--- config.mk ---
export PLATFORM = sky130hd
export DESIGN_NAME = rxbuf_top
export DESIGN_NICKNAME = d
export VERILOG_FILES = /design/src/rtl/rxbuf_pkg.sv /design/src/rtl/rxbuf_flag_fmt.sv /design/src/rtl/rxbuf_store.sv /design/src/rtl/rxbuf_top.sv
export SDC_FILE = /design/constraint.sdc
export NUM_CORES = 1
export LEC_CHECK = 0
export CORE_MARGIN = 1.5
export CORE_UTILIZATION = 45
export DETAILED_ROUTE_END_ITERATION = 12
export GPL_TIMING_DRIVEN = 0
export PLACE_DENSITY_LB_ADDON = 0.1
export SKIP_LAST_GASP = 1
export SLEW_MARGIN = 20
export SYNTH_ARGS = -nofsm -noshare
export SYNTH_HDL_FRONTEND = slang
export SYNTH_SLANG_ARGS = --single-unit
--- constraint.sdc ---
create_clock -name clk -period 5.3 [get_ports clk]
set_input_delay 1.59 -clock clk [delete_from_list [all_inputs] [get_ports clk]]
set_output_delay 1.59 -clock clk [all_outputs]
set_load 0.1 [all_outputs]
--- src/rtl/rxbuf_pkg.sv ---
package rxbuf_pkg;

    typedef enum logic [1:0] {
        ST_IDLE = 2'd0,
        ST_RECV = 2'd1,
        ST_DROP = 2'd2
    } rx_state_e;

    // Bit of the rate-mode field that selects the multi-bit quality format.
    localparam int unsigned MULTIBIT_SEL = 1;

endpackage

--- src/rtl/rxbuf_flag_fmt.sv ---
module rxbuf_flag_fmt #(
    parameter int unsigned DW = 8
) (
    input  logic [1:0]    rate_mode,
    input  logic [DW-1:0] bit_ok,
    input  logic          sym_ok,
    input  logic [DW-2:0] chip_err,
    output logic [DW-1:0] flags
);
    import rxbuf_pkg::*;

    always_comb begin
        if (rate_mode[MULTIBIT_SEL]) begin
            flags = {sym_ok, chip_err};
        end else begin
            flags = bit_ok;
        end
    end

endmodule

--- src/rtl/rxbuf_store.sv ---
// Circular entry store; DEPTH must be a power of two.
module rxbuf_store #(
    parameter int unsigned DEPTH = 16,
    parameter int unsigned DW    = 8
) (
    input  logic                         clk,
    input  logic                         rst_n,
    input  logic                         flush,
    input  logic [1:0]                   push_n,
    input  logic [DW-1:0]                wdata0,
    input  logic [DW-1:0]                wdata1,
    input  logic                         pop,
    output logic [DW-1:0]                head,
    output logic [$clog2(DEPTH+1)-1:0]   count
);
    localparam int unsigned AW = $clog2(DEPTH);
    localparam int unsigned CW = $clog2(DEPTH+1);

    logic [DW-1:0] mem [DEPTH];
    logic [AW-1:0] rp, wp, wp_base;
    logic [CW-1:0] cnt, cnt_base;
    logic          pop_eff;

    always_comb begin
        wp_base  = flush ? '0 : wp;
        cnt_base = flush ? '0 : cnt;
        pop_eff  = pop && !flush && (cnt != '0);
    end

    always_ff @(posedge clk) begin
        if (!rst_n) begin
            rp  <= '0;
            wp  <= '0;
            cnt <= '0;
        end else begin
            rp  <= flush ? '0 : rp + AW'(pop_eff);
            wp  <= wp_base + AW'(push_n);
            cnt <= cnt_base + CW'(push_n) - CW'(pop_eff);
        end
    end

    always_ff @(posedge clk) begin
        if (push_n != 2'd0) begin
            mem[wp_base] <= wdata0;
        end
        if (push_n == 2'd2) begin
            mem[wp_base + AW'(1)] <= wdata1;
        end
    end

    assign head  = mem[rp];
    assign count = cnt;

endmodule

--- src/rtl/rxbuf_top.sv ---
module rxbuf_top #(
    parameter int unsigned DEPTH = 16,
    parameter int unsigned DW    = 8
) (
    input  logic                       clk,
    input  logic                       rst_n,
    input  logic                       cfg_overwrite,
    input  logic                       cfg_vld_en,
    input  logic [1:0]                 cfg_rate_mode,
    input  logic                       wr_valid,
    input  logic                       wr_sop,
    input  logic                       wr_eop,
    input  logic [DW-1:0]              wr_data,
    input  logic [DW-1:0]              wr_bit_ok,
    input  logic                       wr_sym_ok,
    input  logic [DW-2:0]              wr_chip_err,
    input  logic                       rd_en,
    output logic [DW-1:0]              rd_data,
    output logic                       empty,
    output logic [$clog2(DEPTH+1)-1:0] count,
    output logic                       ovr_seen
);
    import rxbuf_pkg::*;

    localparam int unsigned CW = $clog2(DEPTH+1);

    rx_state_e     state, state_nxt;
    logic [CW-1:0] cnt;
    logic [DW-1:0] flags, head;
    logic          buf_busy, pkt_start, take_new, drop_new, cont_byte;
    logic          flush, store_ok;
    logic [1:0]    need, push_n;
    logic [CW:0]   room;

    rxbuf_flag_fmt #(.DW(DW)) u_fmt (
        .rate_mode (cfg_rate_mode),
        .bit_ok    (wr_bit_ok),
        .sym_ok    (wr_sym_ok),
        .chip_err  (wr_chip_err),
        .flags     (flags)
    );

    rxbuf_store #(.DEPTH(DEPTH), .DW(DW)) u_store (
        .clk    (clk),
        .rst_n  (rst_n),
        .flush  (flush),
        .push_n (push_n),
        .wdata0 (wr_data),
        .wdata1 (flags),
        .pop    (rd_en),
        .head   (head),
        .count  (cnt)
    );

    // Packet decision and space check.
    always_comb begin
        buf_busy  = (cnt != '0);
        pkt_start = wr_valid && wr_sop;
        take_new  = pkt_start && (!buf_busy || cfg_overwrite);
        drop_new  = pkt_start && buf_busy && !cfg_overwrite;
        cont_byte = wr_valid && !wr_sop && (state == ST_RECV);
        flush     = take_new && buf_busy;
        need      = cfg_vld_en ? 2'd2 : 2'd1;
        room      = flush ? (CW+1)'(DEPTH) : (CW+1)'(DEPTH) - (CW+1)'(cnt);
        store_ok  = (take_new || cont_byte) && (room >= (CW+1)'(need));
        push_n    = store_ok ? need : 2'd0;
    end

    // State register.
    always_ff @(posedge clk) begin
        if (!rst_n) begin
            state <= ST_IDLE;
        end else begin
            state <= state_nxt;
        end
    end

    // Next-state logic.
    always_comb begin
        state_nxt = state;
        unique case (state)
            ST_IDLE: begin
                if (pkt_start && !wr_eop) begin
                    state_nxt = take_new ? ST_RECV : ST_DROP;
                end
            end
            ST_RECV, ST_DROP: begin
                if (pkt_start) begin
                    state_nxt = wr_eop ? ST_IDLE : (take_new ? ST_RECV : ST_DROP);
                end else if (wr_valid && wr_eop) begin
                    state_nxt = ST_IDLE;
                end
            end
            default: state_nxt = ST_IDLE;
        endcase
    end

    // Registered outputs.
    always_ff @(posedge clk) begin
        if (!rst_n) begin
            rd_data  <= '0;
            ovr_seen <= 1'b0;
        end else begin
            if (rd_en) begin
                rd_data <= buf_busy ? head : '0;
            end
            if (flush) begin
                ovr_seen <= 1'b1;
            end else if (take_new && !buf_busy) begin
                ovr_seen <= 1'b0;
            end
        end
    end

    assign empty = (cnt == '0);
    assign count = cnt;

    logic unused_drop;
    assign unused_drop = drop_new;

endmodule

After elaboration in Yosys (flattened, before gate mapping)
Memory sizes are Yosys's and may differ from the RTL's. A register that Yosys moved wholly into a read port is not among the register bits.
Index checks and enable logic that the tools add are counted.

storage, ports and cells
  register bits = 24
  RAM bits = 128
  word-level logic and storage cells = 65
  memories = 1

memories
  memory       words  width  read ports  clocked after memory_dff  write ports  line               source
  u_store.mem  16     8      1           1                         2            rxbuf_store.sv:19  logic [DW-1:0] mem [DEPTH];

operators by class
  add/sub/neg operators = 6
  order comparisons = 1
  equal/unequal tests = 5
  mux-type cells = 20
  bitwise operators = 1
  reduce and logical (&&, ||, !) cells = 25

operators with widths
  kind                 number
  $mux 8               2
  $mux 2               7
  $logic_and 1x1->1    11
  $mux 4               2
  $ge 6x2->1           1
  $mux 1               6
  $mux 6               1
  $sub 5x5->6 const A  1
  $add 5x2->5          1
  $logic_not 5->1      1
  $mux 5               1
  $reduce_bool 5->1    1
  $sub 5x1->5          1
  $add 4x1->4          1
  $add 4x1->4 const B  1
  $add 4x2->4          1
  $eq 2x2->1 const B   2
  $logic_not 1->1      4
  $pmux 2 s2           1
  $reduce_bool 2->1    2
  $reduce_or 2->1      2
  $ne 3x3->1 const B   1
  $eq 2x1->1 const B   1
  $logic_not 2->1      1
  other kinds (4)      5

Longest topological paths before layout
Gate-level depths: netlist of the first run.

  depth in word-level cells = 12
  depth in mapped cells = 20
  depth with buffers taken out = 19

Modules after synthesis
From an unflattened synthesis of the first run, not the netlist that was laid out.

second synthesis, totals
  cells, all modules = 583
  area, all modules = 8354.3 µm²

by module, submodules not included
  module          times used  cells an instance  area an instance (µm²)  seq. area each (µm²)
  rxbuf_store     1           493                7526.0                  4103.9
  rxbuf_top       1           81                 696.9                   220.2
  rxbuf_flag_fmt  1           9                  131.4                   0.0

Worst setup path before layout of the first run
Ideal clock, no wire load.

  path kind = register to register
  start = register u_store.cnt[0] (netlist: u_store.count[0])
  end = register u_store.cnt[4] (netlist: u_store.count[4])
  arrival = 5213 ps
  path slack = -27 ps
  stages on the path, launching flop included = 20
  path buffers = 1
  clock period less this slack = 5327 ps
  cell sequence = dfxtp_1 inv_1 ha_1 nor3b_1 ha_1 nand4b_1 clkbuf_1 nand2_1 ha_1 nand2b_1 a2111oi_4 a21oi_2 inv_1 ha_1 fa_1 inv_1 a21o_1 a21oi_1 xnor2_1 and2_1

on the way
  cells in the longest elaborated chain, start to end = 11

ends and longest elaborated chain
  what                                                  line               source
  start, declared                                       rxbuf_store.sv:21  logic [CW-1:0] cnt, cnt_base;
  start signal, assigned                                rxbuf_store.sv:38  cnt <= cnt_base + CW'(push_n) - CW'(pop_eff);
  branches (longest 10 deep; another with $sub 5x5->6)  -
  $sub 5x1->5 *                                         rxbuf_store.sv:38

Mark *: on every way between the ends.
A chain may end at the register's enable or synchronous reset.

Worst setup path in the final report of the first run
  start = input port wr_valid
  end = register u_store.cnt[4] (netlist: u_store.count[4])

on the way
  cells in the longest elaborated chain, start to end = 9

ends and longest elaborated chain
  what               line               source
  start, declared    rxbuf_top.sv:10    input logic wr_valid,
  $logic_and 1x1->1  rxbuf_top.sv:58    pkt_start = wr_valid && wr_sop;
  $logic_and 1x1->1  rxbuf_top.sv:59    take_new = pkt_start && (!buf_busy || cfg_overwrite);
  $logic_and 1x1->1  rxbuf_top.sv:62    flush = take_new && buf_busy;
  $mux 6             rxbuf_top.sv:64    room = flush ? (CW+1)'(DEPTH) : (CW+1)'(DEPTH) - (CW+1)'(cnt);
  $ge 6x2->1         rxbuf_top.sv:65    store_ok = (take_new || cont_byte) && (room >= (CW+1)'(need));
  $logic_and 1x1->1  rxbuf_top.sv:65
  $mux 2             rxbuf_top.sv:66    push_n = store_ok ? need : 2'd0;
  $add 5x2->5        rxbuf_store.sv:38
  $sub 5x1->5 *      rxbuf_store.sv:38

Mark *: on every way between the ends. The rest lies on a longest branch, timed or not.

==> key figures, run 1 <==
STA
  – Fin crit share: 92.21%
  – Setup-failing EPs final: 0
  – RSZ-0062 raised after global routing: false
  – Hold slack: 0.5021 ns
  – Setup TNS: 0 ns
  – F_max: 204.6 MHz
  – Max_slew headroom: 29.28%
  – Clock skew: 0.01213 ns
  – Hold Fails Final Rpt: 0
  – Least-Margin Pin Slew: 1.059 ns
  – Min cycle time layout: 4.887 ns
  – Slew Viols, Final: 0

Worst setup path
  – CP startpoint kind: input port
  – CP endpoint kind: flip-flop
  – Worst path buffer plus inverter count: 4
  – Crit path DAT: 5.21 ns
  – WS Path Type: in2reg
  – Max incr delay on CP: 0.57 ns
  – Critical Path RT: 5.62 ns
  – Worst path top cell family by delay: adder cells
  – Worst-path fanout max: 10
  – Slowest-stage cell, CP: clkdlybuf4s50_1
  – Reg-to-reg slack, setup: 0.93 ns
  – Crit-path cells: clkdlybuf4s50_1, nand4b_1, clkbuf_2, and2_1, ha_1, a2111oi_4, a21oi_4, inv_1, ha_1, fa_1, inv_1, a21o_1, a21oi_1, xnor2_1, and2_1

Synth
  – Top_reg_cell synth: edfxtp_1
  – Net Count, Synth: 630
  – Mapped Area: 8305 sq um
  – Synth top area share: 46.28%
  – Post-synthesis sequential area ratio: 52.06%
  – Synth warn: 0
  – Library cells used by synthesis: 55
  – Synth Area per Inst: 14.39 sq um
  – Async set or reset register ratio after synthesis: 0%
  – FF+latch count, synth: 152
  – Area leader, netlist: edfxtp_1
  – Post-synth EDFFs: 128
  – Ranking of synthesized cells by area: edfxtp_1 (46%), mux2_2 (17%), mux4_2 (8.7%)
  – Gate Count Post-Synth: 577

Power
  – Leakage: 0.003264 uW
  – Net Sw Frac: 33.70%
  – Clock power frac: 31.1%
  – Net switching power: 1280 uW
  – Power per cell area: 392.1 nW/um^2
  – VDD IR max: 0.2579 mV
  – Combinational Power Share: 32.0%
  – Share of total power in sequential cells: 36.9%
  – Tot Pwr: 3800 uW
  – Internal cell power: 2519 uW

CTS
  – CTS Buffer Depth: 2
  – CTS Root Cell: clkbuf_16
  – CTS tree: built
  – CTS Buf Count: 17
  – Clk_lat worst skew: 0.43 ns
  – CTS clk-pin slew, worst paths: 0.06 ns
  – Clock sinks: 152
  – H-tree depth: 4

Place
  – DP HPWL: 15510 um
  – I/O Buffers: 45
  – Final GP Congestion: 0.9058

Layout
  – Area growth from synthesis to layout: 16.68%
  – Nets: 701
  – Fin util: 53.76%
  – Layout cell share with drive strength beyond 1: 35.85%
  – FILL cells: 1538
  – Reg area: 4325 sq um
  – Area of the multi-input gates: 3766 sq um

Global route
  – Total track usage: 21.94%
  – Antenna violations before repair: 1
  – Vias in the first global route: 5390
  – Total grt overflow: 0
  – First-pass GRT wire length: 31710 um
  – Largest net degree at the start of global routing: 17

Worst hold path
  – Worst min path class: reg2reg

Route
  – DRC Markers: 0
  – Via density: 5.802
  – Post-route ant nets: 0
  – Total wire length: 20350 um
  – First-pass detailed-route iteration total: 5
  – Vias: 5170
  – WL/cell: 22.84 um
  – Drt initial violations: 373

Floorplan
  – I/O pins: 49
  – Core area: 18020 sq um
  – Starting Density: 46.08%
  – Die W: 138.9 um
  – Die height: 138.9 um
  – DIE AREA: 19280 sq um
  – Rows: 49

Run status
  – Status: finished clean

Flow run
  – Max-cap violations: 0
timing repair:
item | in CTS | in global routing
endpoints found under the setup margin | 0 | 33
hold buffers | 0 | 0
setup buffers | 0 | 1
hold endpoints to repair | 0 | 0
resized for setup | 0 | 3
cells in the final DEF (no fill, tap or decap), types with 6 or more instances in the layout:
cell type,n
mux2_2,129
clkdlybuf4s50_1,45
clkbuf_1,30
mux2_4,8
nor2_1,18
nor2b_1,6
xnor2_1,8
ha_1,17
a21oi_1,9
nand2_1,33
inv_1,17
nand3_2,6
edfxtp_1,128
clkbuf_16,18
buf_4,7
mux4_2,32
and2_1,11
dfxtp_1,23
a22oi_1,19
a32o_1,8
o21ai_1,7
sequential cells by signal (all words and copies together) (netlist names):
| register | cells |
|---|---|
| u_store.rp | 4 |
| u_store.wp | 4 |
| state | 2 |
| ovr_seen | 1 |
| u_store.mem | 128 |
| rd_data | 8 |
| u_store.count | 5 |
Yosys cell counts (5+ instances only):
library cell  number
ha_1              17
clkbuf_1          29
xnor2_1            8
a21oi_1            9
nor3_1             5
mux2_2           129
mux2_4             8
o21ai_0            9
and2_1            11
mux4_2            32
dfxtp_1           24
edfxtp_1         128
nand2_1           33
a32o_1             8
nor2_1            18
inv_1             17
nor2b_1            6
a22oi_1           19
nand3_2            6
worst reg2reg max path: cells and delay by family (launching register included):
family                   cells  cell delay, ns
AO/OA/AOI/OAI                4            0.89
XOR/XNOR                     1            0.12
adder cells (fa/ha/maj)      5            1.52
buffers and inverters        4            0.51
flip-flops                   1            0.34
AND/OR/NAND/NOR              5            0.88
final cells by class:
cell class                      instances  area share, %
Antenna cell                            1        0.02582
Clock buffer                           22          5.010
Clock inverter                         10         0.9167
Multi-Input combinational cell        369          38.86
Timing Repair Buffer                   52          5.165
Tap cell                              229          2.957
Inverter                               18         0.6972
Buffer                                 38          1.730
Sequential cell                       152          44.64
layer usage:
metal | GRT usage, % | up-vias | wire length (um)
li1 | - | 2397 | -
met1 | 31.01 | 2617 | 9497
met2 | 33.72 | 134 | 9474
met3 | 4.627 | 22 | 963
met4 | 7.730 | 0 | 414
met5 | 0 | - | 0
metrics by stage:
| step | area (sq um) | worst slack (ns) | std cells |
|---|---|---|---|
| 2_1_floorplan | 8307 | 0.006383 | 577 |
| 6_report | 9691 | 0.4127 | 891 |
| 3_3_place_gp | 9044 | -0.5447 | 851 |
| 4_1_cts | 9672 | 0.02919 | 889 |
| 5_1_grt | 9688 | 0.1398 | 890 |
| 3_5_place_dp | 9097 | -0.3941 | 857 |
path summary, 6_finish.rpt:
| kind | start | endpoint | cells after the start |
|---|---|---|---|
| setup reg to reg | u_store.count[1]$_SDFF_PN0_ | u_store.count[4]$_SDFF_PN0_ | 19 |
| hold / removal | rd_data[7]$_SDFFE_PN0P_ | rd_data[7]$_SDFFE_PN0P_ | 1 |
| setup / recovery | wr_valid | u_store.count[4]$_SDFF_PN0_ | 15 |
| hold reg to reg | rd_data[7]$_SDFFE_PN0P_ | rd_data[7]$_SDFFE_PN0P_ | 1 |
power by group through the flow:
| stage | Clock [uW] | Combinational, uW | Sequential, uW |
|---|---|---|---|
| floorplan | 0 | 696 | 1640 |
| finish | 1180 | 1220 | 1400 |
| detailed placement | 0 | 1210 | 1430 |
| global route | 1240 | 1310 | 1410 |
| CTS | 1190 | 1220 | 1400 |
| global placement | 0 | 1190 | 1420 |
cell families (layout without fill, tap and decap cells):
logic type | count (synthesis) | count (layout) | synth area share, %
flip-flops | 152 | 152 | 52.06
XOR/XNOR | 10 | 10 | 1.055
AND/OR/NAND/NOR | 108 | 108 | 7.487
other | 0 | 1 | 0
buffers and inverters | 56 | 140 | 2.817
multiplexers | 170 | 170 | 27.73
adder cells (fa/ha/maj) | 19 | 19 | 3.043
AO/OA/AOI/OAI | 62 | 62 | 5.800
Power figures use the tool's default switching activity.
==> run 2: changes to the inputs <==
Settings changed: GPL_TIMING_DRIVEN 0 to unset.
==> run 2 against run 1 <==
Against the previous run: utilization shrank 0.43 points; combinational power shrank 3%; register-to-register slack gained 0.21 ns; sequential power grew 3%; clock skew shrank 0.00083 ns; wire length grew 4.3%; power shrank 0.18%; first-iteration DRC count grew 19%; global-route usage grew 0.80 points.
==> key figures, run 2 (synthesized netlist as in run 1, its figures left out) <==
Run status
  – Status: finished clean

STA
  – Slew Viols, Final: 0
  – Hold Fails Final Rpt: 0
  – Min cycle time layout: 4.646 ns
  – F_max: 215.3 MHz
  – Clock skew: 0.01130 ns
  – Max_slew headroom: 32.11%
  – Setup-failing EPs final: 0
  – Fin crit share: 87.65%
  – Least-Margin Pin Slew: 1.018 ns
  – Setup TNS: 0 ns
  – RSZ-0062 raised after global routing: false

Worst setup path
  – Reg-to-Reg Start: u_store.count[1]$_SDFF_PN0_
  – Worst reg2reg path depth: 18
  – Crit path DAT: 4.98 ns
  – Worst-path fanout max: 7
  – Slowest-stage cell, CP: clkdlybuf4s50_1
  – WS Path Type: in2reg
  – Critical Path RT: 5.63 ns
  – CP startpoint kind: input port
  – Crit-path cells: clkdlybuf4s50_1, nand4b_1, nand2_1, ha_1, nand2b_1, a2111oi_4, a21oi_2, inv_1, ha_1, fa_1, inv_1, a21o_1, a21oi_1, xnor2_1, and2_1
  – Reg-to-reg slack, setup: 1.14 ns
  – R2r endpoint: u_store.count[4]$_SDFF_PN0_
  – Max incr delay on CP: 0.49 ns
  – CP endpoint kind: flip-flop

CTS
  – # hold bufs at CTS: 0
  – Post-CTS Setup Inserts: 0
  – Clk_lat worst skew: 0.43 ns
  – CTS tree: built
  – H-tree depth: 4
  – CTS Buf Count: 17
  – CTS Root Cell: clkbuf_16
  – CTS Buffer Depth: 2
  – Clock sinks: 152
  – CTS clk-pin slew, worst paths: 0.07 ns
  – Post-CTS sizing: 0

Layout
  – Nets: 677
  – FILL cells: 1537
  – Most common cell after layout, fill and taps aside: mux2_2
  – # diodes: 0
  – Largest Register: u_store.mem
  – Layout cell share with drive strength beyond 1: 37.99%
  – Number of flip-flops in the largest register: 128
  – Area growth from synthesis to layout: 15.74%
  – Most frequent cells in the layout: mux2_2 (129), edfxtp_1 (128), clkdlybuf4s50_1 (47)

Power
  – Leakage: 0.003261 uW
  – Power per cell area: 394.5 nW/um^2
  – VDD IR max: 0.3822 mV
  – Tot Pwr: 3793 uW

Global route
  – First-pass GRT wire length: 31860 um
  – Total track usage: 22.74%
  – Total grt overflow: 0
  – Antenna violations before repair: 0
  – Vias in the first global route: 5063
  – Largest net degree at the start of global routing: 24

Route
  – Post-route ant nets: 0
  – First-pass detailed-route iteration total: 5
  – Metal1 wirelength: 9485 um
  – Routed met2 length: 10070 um
  – Top layer used by detailed routing: met4
  – Drt initial violations: 445
  – Met3 WL: 1231 um
  – Total wire length: 21230 um
  – Via density: 5.924
  – WL/cell: 24.52 um
  – DRC Markers: 0
  – Vias: 5130

Place
  – DP HPWL: 14300 um
  – Final GP Congestion: 0.8657
  – I/O Buffers: 47

Worst hold path
  – Min-Delay Endpoint: rd_data[7]$_SDFFE_PN0P_
  – Worst min path class: reg2reg
  – Hold path depth: 1
  – Hold_sp: rd_data[7]$_SDFFE_PN0P_

Floorplan
  – I/O pins: 49
  – Die W: 138.9 um
  – Die height: 138.9 um
  – Starting Density: 46.08%
  – Core area: 18020 sq um
  – Rows: 49
  – DIE AREA: 19280 sq um

Flow run
  – Max-cap violations: 0
run 2: cell types whose count changed in the layout (fill, tap and decap cells not counted), sizes merged:
cell / before / now
clkinv: 7 / 10
clkdlybuf4s50: 45 / 47
clkbuf: 52 / 18
buf: 15 / 19
diode: 1 / 0
inv: 20 / 21
run 2: cell type report:
cell class	count	area, sq um	share of cell area [%]
clock buffers	18	450.4	4.686
clock inverters	14	121.4	1.263
inverters	18	67.56	0.7029
multi-input cells	369	3747	38.98
flip-flops and latches	152	4327	45.01
well taps	229	286.5	2.981
repair buffers	66	613.1	6.378
run 2: critical path, delay by kind of cell:
family | cells | cell delay (ns)
buffers and inverters | 3 | 0.65
adder cells (fa/ha/maj) | 3 | 0.97
AND/OR/NAND/NOR | 4 | 0.85
XOR/XNOR | 1 | 0.12
AO/OA/AOI/OAI | 4 | 0.80
run 2: how the worst max path moves through the flow:
stage                             endpoint  slack (ns)  cells after the start                        start
2_1_floorplan  u_store.count[4]$_SDFF_PN0_       0.006                     19  u_store.count[1]$_SDFF_PN0_
6_report       u_store.count[4]$_SDFF_PN0_        0.65                     15                cfg_overwrite
3_3_place_gp   u_store.count[4]$_SDFF_PN0_        0.24                     15                cfg_overwrite
4_1_cts        u_store.count[4]$_SDFF_PN0_        0.65                     15                cfg_overwrite
5_1_grt        u_store.count[4]$_SDFF_PN0_        0.36                     16                cfg_overwrite
3_5_place_dp   u_store.count[4]$_SDFF_PN0_        0.22                     15                cfg_overwrite
run 2: report_power, final:
group | switching (uW) | internal, uW | total [uW]
Combinational | 719 | 456 | 1180
Clock | 501 | 675 | 1180
Sequential | 80.9 | 1360 | 1440
run 2: through the flow:
| stage | instance area [sq um] | util, % | setup WS (ns) | cells | hold slack, ns |
|---|---|---|---|---|---|
| floorplan | 8307 | - | 0.006383 | 577 | 0.5143 |
| global placement | 9041 | 50.16 | 0.2401 | 834 | 0.4867 |
| detailed placement | 9041 | 50.16 | 0.2215 | 834 | 0.4904 |
| CTS | 9613 | 53.33 | 0.6501 | 866 | 0.5081 |
| global route | 9613 | 53.33 | 0.3618 | 866 | 0.5355 |
| finish | 9613 | 53.33 | 0.6545 | 866 | 0.5056 |
run 2: per-layer routing:
metal / track usage, % / vias to the layer above
met5: 0 / -
met4: 7.456 / 0
met3: 4.731 / 28
met2: 35.90 / 157
met1: 31.56 / 2608
li1: - / 2337
==> run 3: changes to the inputs <==
Settings changed: CORE_UTILIZATION 45 to 50.
==> run 3 against run 2 <==
Against the previous run: wire length decreased by 3.2%; largest power group unchanged; count of clock-buffer cells in the layout is 11 higher; sequential power hardly changed; critical endpoint unchanged; sequential share of layout area decreased by 0.19 points; highest routed layer unchanged; largest cell class unchanged; clock skew is 0.0024 ns lower.
==> key figures, run 3 (synthesized netlist as in run 1, its figures left out) <==
Run status
  – Status: finished clean

CTS
  – Clock sinks: 152
  – CTS Root Cell: clkbuf_16
  – # hold bufs at CTS: 0
  – CTS clk-pin slew, worst paths: 0.06 ns
  – CTS tree: built
  – H-tree depth: 4
  – CTS Buf Count: 17
  – CTS Buffer Depth: 2
  – Post-CTS Setup Inserts: 0
  – Post-CTS sizing: 0
  – Clk_lat worst skew: 0.43 ns

Floorplan
  – I/O pins: 49
  – Die W: 131.9 um
  – Rows: 46
  – Starting Density: 51.72%
  – Core area: 16060 sq um
  – DIE AREA: 17390 sq um
  – Die height: 131.9 um

Worst setup path
  – Reg-to-Reg Start: u_store.count[1]$_SDFF_PN0_
  – Crit path DAT: 5.01 ns
  – Worst Setup SP: cfg_overwrite
  – WS Path Type: in2reg
  – CP endpoint kind: flip-flop
  – CP startpoint kind: input port
  – Worst-path fanout max: 9
  – Critical Path RT: 5.62 ns

Layout
  – FILL cells: 1221
  – Nets: 679
  – Area of the multi-input gates: 3747 sq um
  – Area growth from synthesis to layout: 16.24%
  – # diodes: 0
  – Number of flip-flops in the largest register: 128
  – Largest Register: u_store.mem
  – Reg area: 4327 sq um
  – Most frequent cells in the layout: mux2_2 (129), edfxtp_1 (128), clkdlybuf4s50_1 (47)
  – Most common cell after layout, fill and taps aside: mux2_2
  – Layout cell share with drive strength beyond 1: 37.56%

Place
  – DP HPWL: 13720 um
  – Final GP Congestion: 0.8785
  – I/O Buffers: 47

Worst hold path
  – Worst min path class: reg2reg
  – Hold_sp: rd_data[7]$_SDFFE_PN0P_

Global route
  – Vias in the first global route: 5169
  – Total track usage: 24.44%
  – First-pass GRT wire length: 31140 um
  – Total grt overflow: 0
  – Antenna violations before repair: 0
  – Largest net degree at the start of global routing: 34

STA
  – Slew Viols, Final: 0
  – Fin crit share: 88.39%
  – Max_slew headroom: 32.30%
  – F_max: 213.5 MHz
  – Clock skew: 0.008874 ns
  – Hold Fails Final Rpt: 0
  – Setup TNS: 0 ns
  – RSZ-0062 raised after global routing: false
  – Min cycle time layout: 4.684 ns
  – Least-Margin Pin Slew: 1.013 ns
  – Setup-failing EPs final: 0

Route
  – Drt initial violations: 483
  – Vias: 5171
  – First-pass detailed-route iteration total: 5
  – Via density: 6.048
  – Post-route ant nets: 0
  – WL/cell: 24.03 um
  – Total wire length: 20550 um
  – DRC Markers: 0

Power
  – Leakage: 0.003285 uW
  – Power per cell area: 397.5 nW/um^2
  – Tot Pwr: 3837 uW
  – VDD IR max: 0.2439 mV

Flow run
  – Max-cap violations: 0
==> run 3: stage by stage <==
stage	cell area, sq um	setup WS, ns	hold slack, ns	std cells	util, %
floorplan	8307	0.006383	0.5143	577	-
global placement	9040	0.2617	0.4845	823	56.30
detailed placement	9040	0.2009	0.4868	823	56.30
CTS	9654	0.6287	0.5006	855	60.12
global route	9654	0.3904	0.5191	855	60.12
finish	9654	0.6155	0.5003	855	60.12
==> run 3: worst paths after layout <==
path | endpoint | slack [ns] | depth (start not counted)
setup / recovery | u_store.count[4]$_SDFF_PN0_ | 0.62 | 15
hold / removal | rd_data[7]$_SDFFE_PN0P_ | 0.50 | 1
setup reg to reg | u_store.count[4]$_SDFF_PN0_ | 1.12 | 18
hold reg to reg | rd_data[7]$_SDFFE_PN0P_ | 0.50 | 1
==> run 3: per-layer routing <==
metal,GRT usage [%],vias to the layer above,part of all wire [%]
li1,-,2337,-
met4,8.457,0,1.9
met1,33.84,2615,43
met3,4.229,26,6.1
met5,0,-,0
met2,39.12,193,48
==> run 3: layout make-up <==
| cell class | instances | area share (%) |
|---|---|---|
| Sequential cell | 152 | 44.82 |
| Multi-Input combinational cell | 369 | 38.82 |
| Timing Repair Buffer | 68 | 6.506 |
| Clock buffer | 29 | 6.169 |
| Tap cell | 216 | 2.799 |
| Inverter | 18 | 0.6998 |
| Clock inverter | 3 | 0.1944 |
==> run 3: critical path, cell delays in order <==
cell             delay, ns
clkdlybuf4s50_1       0.50
nand4b_1              0.19
nand2_1               0.15
ha_1                  0.24
nand2b_1              0.21
a2111oi_4             0.49
a21oi_2               0.28
inv_1                 0.13
ha_1                  0.26
fa_1                  0.47
inv_1                 0.07
a21o_1                0.10
a21oi_1               0.07
xnor2_1               0.12
and2_1                0.15
==> run 3: power by group <==
group / switching (uW) / internal [uW] / leakage, uW
combinational: 709 / 453 / 0.00163
sequential: 85.1 / 1360 / 0.00135
clock: 466 / 763 / 0.000305
